`src/rtl/sd_seq_pkg.sv`:
```
package sd_seq_pkg;

  localparam logic [5:0] IDX_APP  = 6'd55;
  localparam logic [5:0] IDX_STOP = 6'd12;

  typedef enum logic [2:0] {
    RSP_AUTO = 3'd0,
    RSP_RES1 = 3'd1,
    RSP_RES2 = 3'd2,
    RSP_NONE = 3'd3,
    RSP_S48  = 3'd4,
    RSP_S48B = 3'd5,
    RSP_L136 = 3'd6,
    RSP_S48N = 3'd7
  } rsp_e;

  typedef struct packed {
    rsp_e rsp;
    logic data;
    logic rd;
    logic multi;
  } cmd_attr_t;

  typedef enum logic [2:0] {
    ST_IDLE = 3'd0,
    ST_PRE  = 3'd1,
    ST_MAIN = 3'd2,
    ST_BLK  = 3'd3,
    ST_STOP = 3'd4
  } seq_st_e;

  // Built-in attributes for standard indices; anything unlisted is a plain 48-bit command.
  function automatic cmd_attr_t auto_attr(input logic [5:0] idx);
    cmd_attr_t a;
    a = '{rsp: RSP_S48, data: 1'b0, rd: 1'b0, multi: 1'b0};
    case (idx)
      6'd0:        a.rsp = RSP_NONE;
      6'd2, 6'd9:  a.rsp = RSP_L136;
      6'd7, 6'd12: a.rsp = RSP_S48B;
      6'd17:       begin a.data = 1'b1; a.rd = 1'b1; end
      6'd18:       begin a.data = 1'b1; a.rd = 1'b1; a.multi = 1'b1; end
      6'd24:       a.data = 1'b1;
      6'd25:       begin a.data = 1'b1; a.multi = 1'b1; end
      default:     ;
    endcase
    return a;
  endfunction

  // Consistency rule for an explicitly typed word.
  function automatic logic word_refused(input rsp_e rsp, input logic data,
                                        input logic [5:0] idx);
    logic reserved;
    reserved = (rsp == RSP_RES1) || (rsp == RSP_RES2);
    return reserved || (data && ((rsp == RSP_NONE) || (idx == IDX_STOP)));
  endfunction

endpackage

```
`src/rtl/sd_cmd_decode.sv`:
```
module sd_cmd_decode
  import sd_seq_pkg::*;
(
  input  logic [13:0] word,
  output cmd_attr_t   attr,
  output logic        is_app,
  output logic        bad
);

  rsp_e field_rsp;
  logic is_auto;

  assign field_rsp = rsp_e'(word[10:8]);
  assign is_auto   = (field_rsp == RSP_AUTO);
  assign is_app    = (word[7:6] == 2'b01);

  always_comb begin
    if (is_auto) begin
      attr = auto_attr(word[5:0]);
      bad  = 1'b0;
    end else begin
      attr = '{rsp: field_rsp, data: word[11], rd: word[12], multi: word[13]};
      bad  = word_refused(field_rsp, word[11], word[5:0]);
    end
  end

endmodule

```
`src/rtl/sd_blk_counter.sv`:
```
module sd_blk_counter #(
  parameter int W = 16
) (
  input  logic         clk,
  input  logic         rst_n,
  input  logic         clr,
  input  logic         tick,
  input  logic [W-1:0] limit,
  output logic         reached
);

  localparam logic [W-1:0] CNT_MAX = {W{1'b1}};

  logic [W-1:0] cnt_q;

  always_ff @(posedge clk or negedge rst_n) begin
    if (!rst_n)                        cnt_q <= '0;
    else if (clr)                      cnt_q <= '0;
    else if (tick && cnt_q != CNT_MAX) cnt_q <= cnt_q + 1'b1;
  end

  assign reached = (cnt_q >= limit);

endmodule

```
`src/rtl/sd_cmd_seq.sv`:
```
module sd_cmd_seq
  import sd_seq_pkg::*;
#(
  parameter int ARG_W = 32,
  parameter int BLK_W = 16
) (
  input  logic             clk,
  input  logic             rst_n,
  input  logic             cmd_wr,
  input  logic [13:0]      cmd_word,
  input  logic [ARG_W-1:0] cmd_arg,
  input  logic             auto_stop,
  input  logic [BLK_W-1:0] blk_count,
  input  logic             blk_tick,
  output logic             eng_start,
  output logic [5:0]       eng_index,
  output logic [ARG_W-1:0] eng_arg,
  output logic [2:0]       eng_rsp,
  output logic             eng_data,
  output logic             eng_rd,
  output logic             eng_multi,
  input  logic             eng_done,
  input  logic             eng_timeout,
  input  logic             eng_crc_err,
  output logic             busy,
  output logic             done,
  output logic             done_timeout,
  output logic             done_error,
  output logic             illegal
);

  localparam int HALF_W = ARG_W / 2;

  cmd_attr_t dec_attr;
  logic      dec_app, dec_bad;

  sd_cmd_decode u_dec (
    .word   (cmd_word),
    .attr   (dec_attr),
    .is_app (dec_app),
    .bad    (dec_bad)
  );

  seq_st_e          st_q, st_d;
  logic [5:0]       lat_idx;
  logic [ARG_W-1:0] lat_arg;
  cmd_attr_t        lat_attr;
  logic             lat_stop;
  logic             start_q, start_d;
  logic             fin;
  logic             done_q, tmo_q, err_q, ill_q;
  logic             blk_reached;

  // Named internal events, used by the bound checker.
  logic accept_ev, reject_ev, eng_fail, pre_ok_ev, stop_go_ev;

  assign accept_ev  = cmd_wr && (st_q == ST_IDLE) && !dec_bad;
  assign reject_ev  = cmd_wr && ((st_q != ST_IDLE) || dec_bad);
  assign eng_fail   = eng_timeout || eng_crc_err;
  assign pre_ok_ev  = (st_q == ST_PRE) && eng_done && !eng_fail;
  assign stop_go_ev = (st_q == ST_BLK) && blk_reached;

  sd_blk_counter #(.W(BLK_W)) u_blk (
    .clk     (clk),
    .rst_n   (rst_n),
    .clr     (accept_ev),
    .tick    (blk_tick && (st_q != ST_IDLE)),
    .limit   (blk_count),
    .reached (blk_reached)
  );

  always_comb begin
    st_d    = st_q;
    start_d = 1'b0;
    fin     = 1'b0;
    case (st_q)
      ST_IDLE: if (accept_ev) begin
        st_d    = dec_app ? ST_PRE : ST_MAIN;
        start_d = 1'b1;
      end
      ST_PRE: if (eng_done) begin
        if (eng_fail) begin st_d = ST_IDLE; fin = 1'b1; end
        else begin st_d = ST_MAIN; start_d = 1'b1; end
      end
      ST_MAIN: if (eng_done) begin
        if (eng_fail || !lat_stop) begin st_d = ST_IDLE; fin = 1'b1; end
        else st_d = ST_BLK;
      end
      ST_BLK: if (blk_reached) begin
        st_d    = ST_STOP;
        start_d = 1'b1;
      end
      ST_STOP: if (eng_done) begin st_d = ST_IDLE; fin = 1'b1; end
      default: st_d = ST_IDLE;
    endcase
  end

  always_ff @(posedge clk or negedge rst_n) begin
    if (!rst_n) begin
      st_q     <= ST_IDLE;
      start_q  <= 1'b0;
      done_q   <= 1'b0;
      tmo_q    <= 1'b0;
      err_q    <= 1'b0;
      ill_q    <= 1'b0;
      lat_idx  <= '0;
      lat_arg  <= '0;
      lat_attr <= '{rsp: RSP_NONE, data: 1'b0, rd: 1'b0, multi: 1'b0};
      lat_stop <= 1'b0;
    end else begin
      st_q    <= st_d;
      start_q <= start_d;
      done_q  <= fin;
      ill_q   <= reject_ev;
      if (fin) begin
        tmo_q <= eng_timeout;
        err_q <= eng_crc_err;
      end
      if (accept_ev) begin
        lat_idx  <= cmd_word[5:0];
        lat_arg  <= cmd_arg;
        lat_attr <= dec_attr;
        lat_stop <= auto_stop && dec_attr.data && dec_attr.multi;
      end
    end
  end

  // Engine-side view of the current phase.
  always_comb begin
    case (st_q)
      ST_PRE: begin
        eng_index = IDX_APP;
        eng_arg   = {lat_arg[ARG_W-1:HALF_W], {HALF_W{1'b0}}};
        eng_rsp   = RSP_S48;
        eng_data  = 1'b0;
        eng_rd    = 1'b0;
        eng_multi = 1'b0;
      end
      ST_STOP: begin
        eng_index = IDX_STOP;
        eng_arg   = '0;
        eng_rsp   = RSP_S48B;
        eng_data  = 1'b0;
        eng_rd    = 1'b0;
        eng_multi = 1'b0;
      end
      default: begin
        eng_index = lat_idx;
        eng_arg   = lat_arg;
        eng_rsp   = lat_attr.rsp;
        eng_data  = lat_attr.data;
        eng_rd    = lat_attr.rd && lat_attr.data;
        eng_multi = lat_attr.multi && lat_attr.data;
      end
    endcase
  end

  assign eng_start    = start_q;
  assign busy         = (st_q != ST_IDLE);
  assign done         = done_q;
  assign done_timeout = tmo_q;
  assign done_error   = err_q;
  assign illegal      = ill_q;

endmodule

```
`config.mk`:
```
export PLATFORM = sky130hd
export DESIGN_NAME = sd_cmd_seq
export DESIGN_NICKNAME = d
export VERILOG_FILES = /design/src/rtl/sd_seq_pkg.sv /design/src/rtl/sd_cmd_decode.sv /design/src/rtl/sd_blk_counter.sv /design/src/rtl/sd_cmd_seq.sv
export SDC_FILE = /design/constraint.sdc
export NUM_CORES = 1
export LEC_CHECK = 0
export ABC_AREA = 1
export BUFFER_PORTS_ARGS = -buffer_cell sky130_fd_sc_hd__buf_2
export CORE_ASPECT_RATIO = 0.7
export CORE_MARGIN = 5
export CORE_UTILIZATION = 35
export DETAILED_ROUTE_END_ITERATION = 8
export GPL_ROUTABILITY_DRIVEN = 0
export GPL_TIMING_DRIVEN = 0
export PLACE_DENSITY = 0.68
export SYNTH_ARGS = -nofsm -noshare
export SYNTH_HDL_FRONTEND = slang
export SYNTH_SLANG_ARGS = --single-unit
```
`constraint.sdc`:
```
create_clock -name clk -period 4.35 [get_ports clk]
set_clock_uncertainty 0.15 [all_clocks]
set_input_delay 0.6525 -clock clk [delete_from_list [all_inputs] [get_ports clk]]
set_output_delay 0.6525 -clock clk [all_outputs]
set_load 0.1 [all_outputs]
```
# After elaboration in Yosys (flattened, before gate mapping)
# Index checks and enable logic that the tools add are counted.
# W data, S select, Z words.
[op_classes] reduce_logical=30 eq_ne=22 magnitude_cmp=1 muxes=34 addsub=1
[ops] cell="$pmux W32 S2" count=1
[ops] cell="$mux W16" count=2
[ops] cell="$eq A6 B5 Y1 const B" count=4
[ops] cell="$add A16 B1 Y16 const B" count=1
[ops] cell="$ge A16 B16 Y1" count=1
[ops] cell="$mux W1" count=16
[ops] cell="$ne A16 B16 Y1 const B" count=1
[ops] cell="$mux W3" count=5
[ops] cell="$pmux W3 S5" count=1
[ops] cell="$eq A3 B2 Y1 const B" count=4
[ops] cell="$eq A6 B4 Y1 const B" count=2
[ops] cell="$pmux W6 S2" count=1
[ops] cell="$logic_and A1 B1 Y1" count=10
[ops] cell="$ne A2 B2 Y1 const B" count=5
[ops] cell="$reduce_or A2 Y1" count=5
[ops] cell="$pmux W3 S3" count=1
[ops] cell="$eq A3 B1 Y1 const B" count=2
[ops] cell="$eq A6 B2 Y1 const B" count=1
[ops] cell="$eq A6 B3 Y1 const B" count=1
[ops] cell="$logic_not A3 Y1" count=2
[ops] cell="$logic_not A6 Y1" count=1
[ops] cell="$logic_or A1 B1 Y1" count=6
[ops] cell="$mux W2" count=3
[ops] cell="$mux W6" count=1
[ops] cell="other kinds (9)" count=11
[word_totals] register_bits=69 out_inout_bits=50 in_bits=70 elab_cells=102

# Logic depth before layout (Yosys ltp)
[depth] depth_word=9 depth_mapped=14 depth_no_buf=14

# Cells and area by module
# Synthesis repeated with hierarchy kept, for this count alone.
[hier_totals] cells_unflattened=581 area_unflattened_um2=4110.2
[by_module_without_submodules] mod="sd_cmd_seq" instances=1 seq_area_each_um2=1328.8 area_per_inst_um2=2398.6 cells_per_inst=305
[by_module_without_submodules] mod="sd_blk_counter" instances=1 seq_area_each_um2=400.4 area_per_inst_um2=1440.1 cells_per_inst=214
[by_module_without_submodules] mod="sd_cmd_decode" instances=1 seq_area_each_um2=0.0 area_per_inst_um2=271.5 cells_per_inst=62

# Worst setup path after synthesis
# Ideal clock, no wire load.
[synth_timing] path_type="register to output" startpoint="reg st_q[2]" endpoint="out eng_multi" stages_incl_launch_ff=6 path_buffers=1 required_time_ns=3.547 arrival_time_ns=2.954 slack_ns=0.593 path_cell_list="dfrtp_1 -> inv_2 -> nand3_2 -> nand2_2 -> buf_2 -> nor3_1"
[synth_via] elab_chain_len=3 word_cells_on_any_way=4 classes_between="eq/ne (2); mux (1); reduce/logical (1)"
[synth_lines] element="start: declaration" line="sd_cmd_seq.sv:44" text="seq_st_e st_q, st_d;"
[synth_lines] element="start signal: assignment" line="sd_cmd_seq.sv:111" text="st_q <= st_d;"
[synth_lines] element="$eq A3 B1 Y1 or $eq A3 B3 Y1 (tied branches)" line="sd_cmd_seq.sv:130" text="case (st_q)"
[synth_lines] element="$reduce_or A2 Y1 (no line) (*)"
[synth_lines] element="$mux W1 (*)" line="sd_cmd_seq.sv:130"
[synth_lines] element="end: declaration" line="sd_cmd_seq.sv:21" text="output logic eng_multi,"
# Mark *: on every way between the ends. The rest lies on a longest branch, timed or not.

# Final worst setup path
[layout_timing] startpoint="reg st_q[0]" endpoint="out eng_arg[18]"
[layout_via] elab_chain_len=2 word_cells_on_any_way=3 classes_between="eq/ne (2); mux (1)"
[layout_lines] element="$eq A3 B3 Y1 or $eq A3 B1 Y1 (tied branches)" line="sd_cmd_seq.sv:130"
[layout_lines] element="$pmux W32 S2 (*)" line="sd_cmd_seq.sv:130"
[layout_lines] element="end: declaration" line="sd_cmd_seq.sv:17" text="output logic [ARG_W-1:0] eng_arg,"
# Marks and branches as above.

==> metrics.csv <==
metric,value,unit
H-tree Lvls,3,
Worst-Skew Late Latency,0.33,ns
I/O Pins,120,
vias in the first global route,3593,
Core Box Area,11600,um2
CP max FO,10,
crit path cell chain,nor2_4 > nand2_4 > inv_2 > clkbuf_1 > nor2_1 > buf_2,
Worst EP required,3.55,ns
Startpoint Class,flop,
post-synth cell types,36,
Placed Area,4910,um2
post-route cell area,5210,um2
nets@finish,768,
DPL Wire Length,8660,um
slowest CP cell,dfrtp_1,
number of core rows,33,
"Setup violations, final",0,
clock sink count,69,
fill count,1191,
post-synthesis sequential area ratio,0.420,
Yosys Warn Count,0,
Post-CTS Hold Buffers,0,
Mapped Nets,638,
die area,14100,um2
Worst EP arrival,2.08,ns
Routed WL,11100,um
post-CTS resize count,0,
Post-CTS Setup Repair Bufs,0,
CP Launch Point,st_q[0]$_DFFE_PN0P_,
Worst Max-Slew Pin Slew,0.912,ns
Slew HR,0.392,
DR pass1 iterations,5,
fmax,347,MHz
Setup TNS Final,0,ns
Hold Crit Class,in2async,
clock slew at reported path FFs,0.05,ns
antenna violations before repair,0,
CTS Root Cell,clkbuf_16,
Worst path max stage delay,0.47,ns
period utilization,0.663,
RSZ-0062 raised after global routing,no,
grt ovf,0,
hold_ws,0.291,ns
GR Util All Layers,0.159,
Max Cap Violations,0,
post-synth top area share,0.407,
Starting Density,0.355,
drt drc,0,
Area Growth Syn to Fin,26.6,%
Setup CP Type,reg2out,
layout cell share with drive strength beyond 1,0.267,
Mapped Area,4120,um2
iteration-0 DRC count of the detailed router,250,
Final Slew Violations,0,
Clock Path Buffers,2,
Via-to-Cell Ratio,4.55,
CTS tree,done,
Critical Path End Type,output port,
TritonCTS buffer count,9,
Post-Synthesis Cells,551,
wire per inst,13.2,um
"area leader, netlist",dfrtp_1,
"antenna viol nets, final",0,
largest cells by area after synthesis,"dfrtp_1 41%, nand2_1 13%, inv_1 7.7%, o21ai_0 6.7%, nor2_1 5.3%",
Die H,101,um
Fin. Hold Viols,0,
largest net degree at the start of global routing,70,
Chip Width,140,um
first-pass GRT wire length,18000,um
crit path time final,2.88,ns
Synth Register Bits,69,
IO buf count,119,
ANT cells,0,
Vias,3834,
status,completed,
"Avg Cell Area, Syn",7.47,um2
RR Startpoint,u_blk.cnt_q[0]$_DFFE_PN0P_,
-- cells by family (layout without fill, tap and decap cells) --
| logic type | Yosys count | after routing | share of synthesized area |
|---|---|---|---|
| simple gates | 272 | 272 | 0.296 |
| buf+inv | 109 | 244 | 0.118 |
| compound gates | 76 | 76 | 0.0976 |
| flops | 69 | 69 | 0.420 |
| fa+ha+maj | 17 | 17 | 0.0517 |
| xor+xnor | 8 | 8 | 0.0170 |
-- metrics by stage --
step           cells  utilization  worst slack, ns
2_1_floorplan    551            -            0.593
3_3_place_gp     827        0.423             1.80
3_5_place_dp     827        0.423             1.81
4_1_cts          843        0.449             1.46
5_1_grt          843        0.449             1.29
6_report         843        0.449             1.47
-- layout by cell type (no fill, tap or decap), drive strengths merged, types with 10 or more instances in the layout --
master,synthesis,layout
a21oi,12,12
buf,13,132
clkbuf,1,10
dfrtp,67,67
ha,17,17
inv,95,96
nand2,156,156
nand3,29,29
nand4,10,10
nor2,63,63
nor3,10,10
o21ai,60,60
-- registers in the layout, summed over array words and instances, names as in the netlist --
register,count
eng_start,1
st_q,3
lat_stop,1
done,1
lat_arg,32
lat_attr,6
illegal,1
done_timeout,1
done_error,1
lat_idx,6
u_blk.cnt_q,16
-- final timing paths --
path	endpoint	slack [ns]	cells after the start
max reg2reg	u_blk.cnt_q[15]$_DFFE_PN0P_	2.39	9
max in group asynchronous	lat_idx[2]$_DFFE_PN0N_	3.15	1
max	eng_arg[18]	1.47	6
min	lat_arg[9]$_DFFE_PN0N_	0.29	1
min in group clk	lat_idx[5]$_DFFE_PN0N_	0.34	2
min reg2reg	lat_idx[5]$_DFFE_PN0N_	0.34	2
-- Yosys cell counts, drive strengths merged --
cell    number
xnor2        2
inv         95
ha          17
and3         1
nand3       29
a21oi       12
nor3        10
nand2      156
dfrtp       67
o31ai        2
nand4       10
buf         13
o21ai       60
nand3b       2
dfstp        2
o21bai       1
nor2        63
a31oi        1
or2          1
xor2         6
clkbuf       1
-- cell type report --
cell class / instances / area (um2) / area share
multi-input cells: 373 / 1900 / 0.365
flip-flops and latches: 69 / 1730 / 0.332
repair buffers: 119 / 598 / 0.115
inverters: 95 / 362 / 0.0694
clock buffers: 9 / 225 / 0.0432
well taps: 157 / 196 / 0.0377
plain buffers: 14 / 124 / 0.0238
clock inverters: 7 / 75.1 / 0.0144
-- metal layers --
metal	global-route usage	share of wire	wire length, um	vias up
met5	0	0	0	-
met1	0.234	0.50	5590	1754
li1	-	-	-	1985
met2	0.238	0.44	4840	86
met4	0.0313	0.0098	109	0
met3	0.0394	0.049	545	9
-- worst max-delay path, delay by kind of cell (launching register included) --
kind	cells	cell delay, ns
buf+inv	3	0.88
flops	1	0.47
simple gates	3	0.39
Power is left out: the tool's default activity adds up to more than one toggle a clock period on the data nets, which glitch-free logic cannot reach.
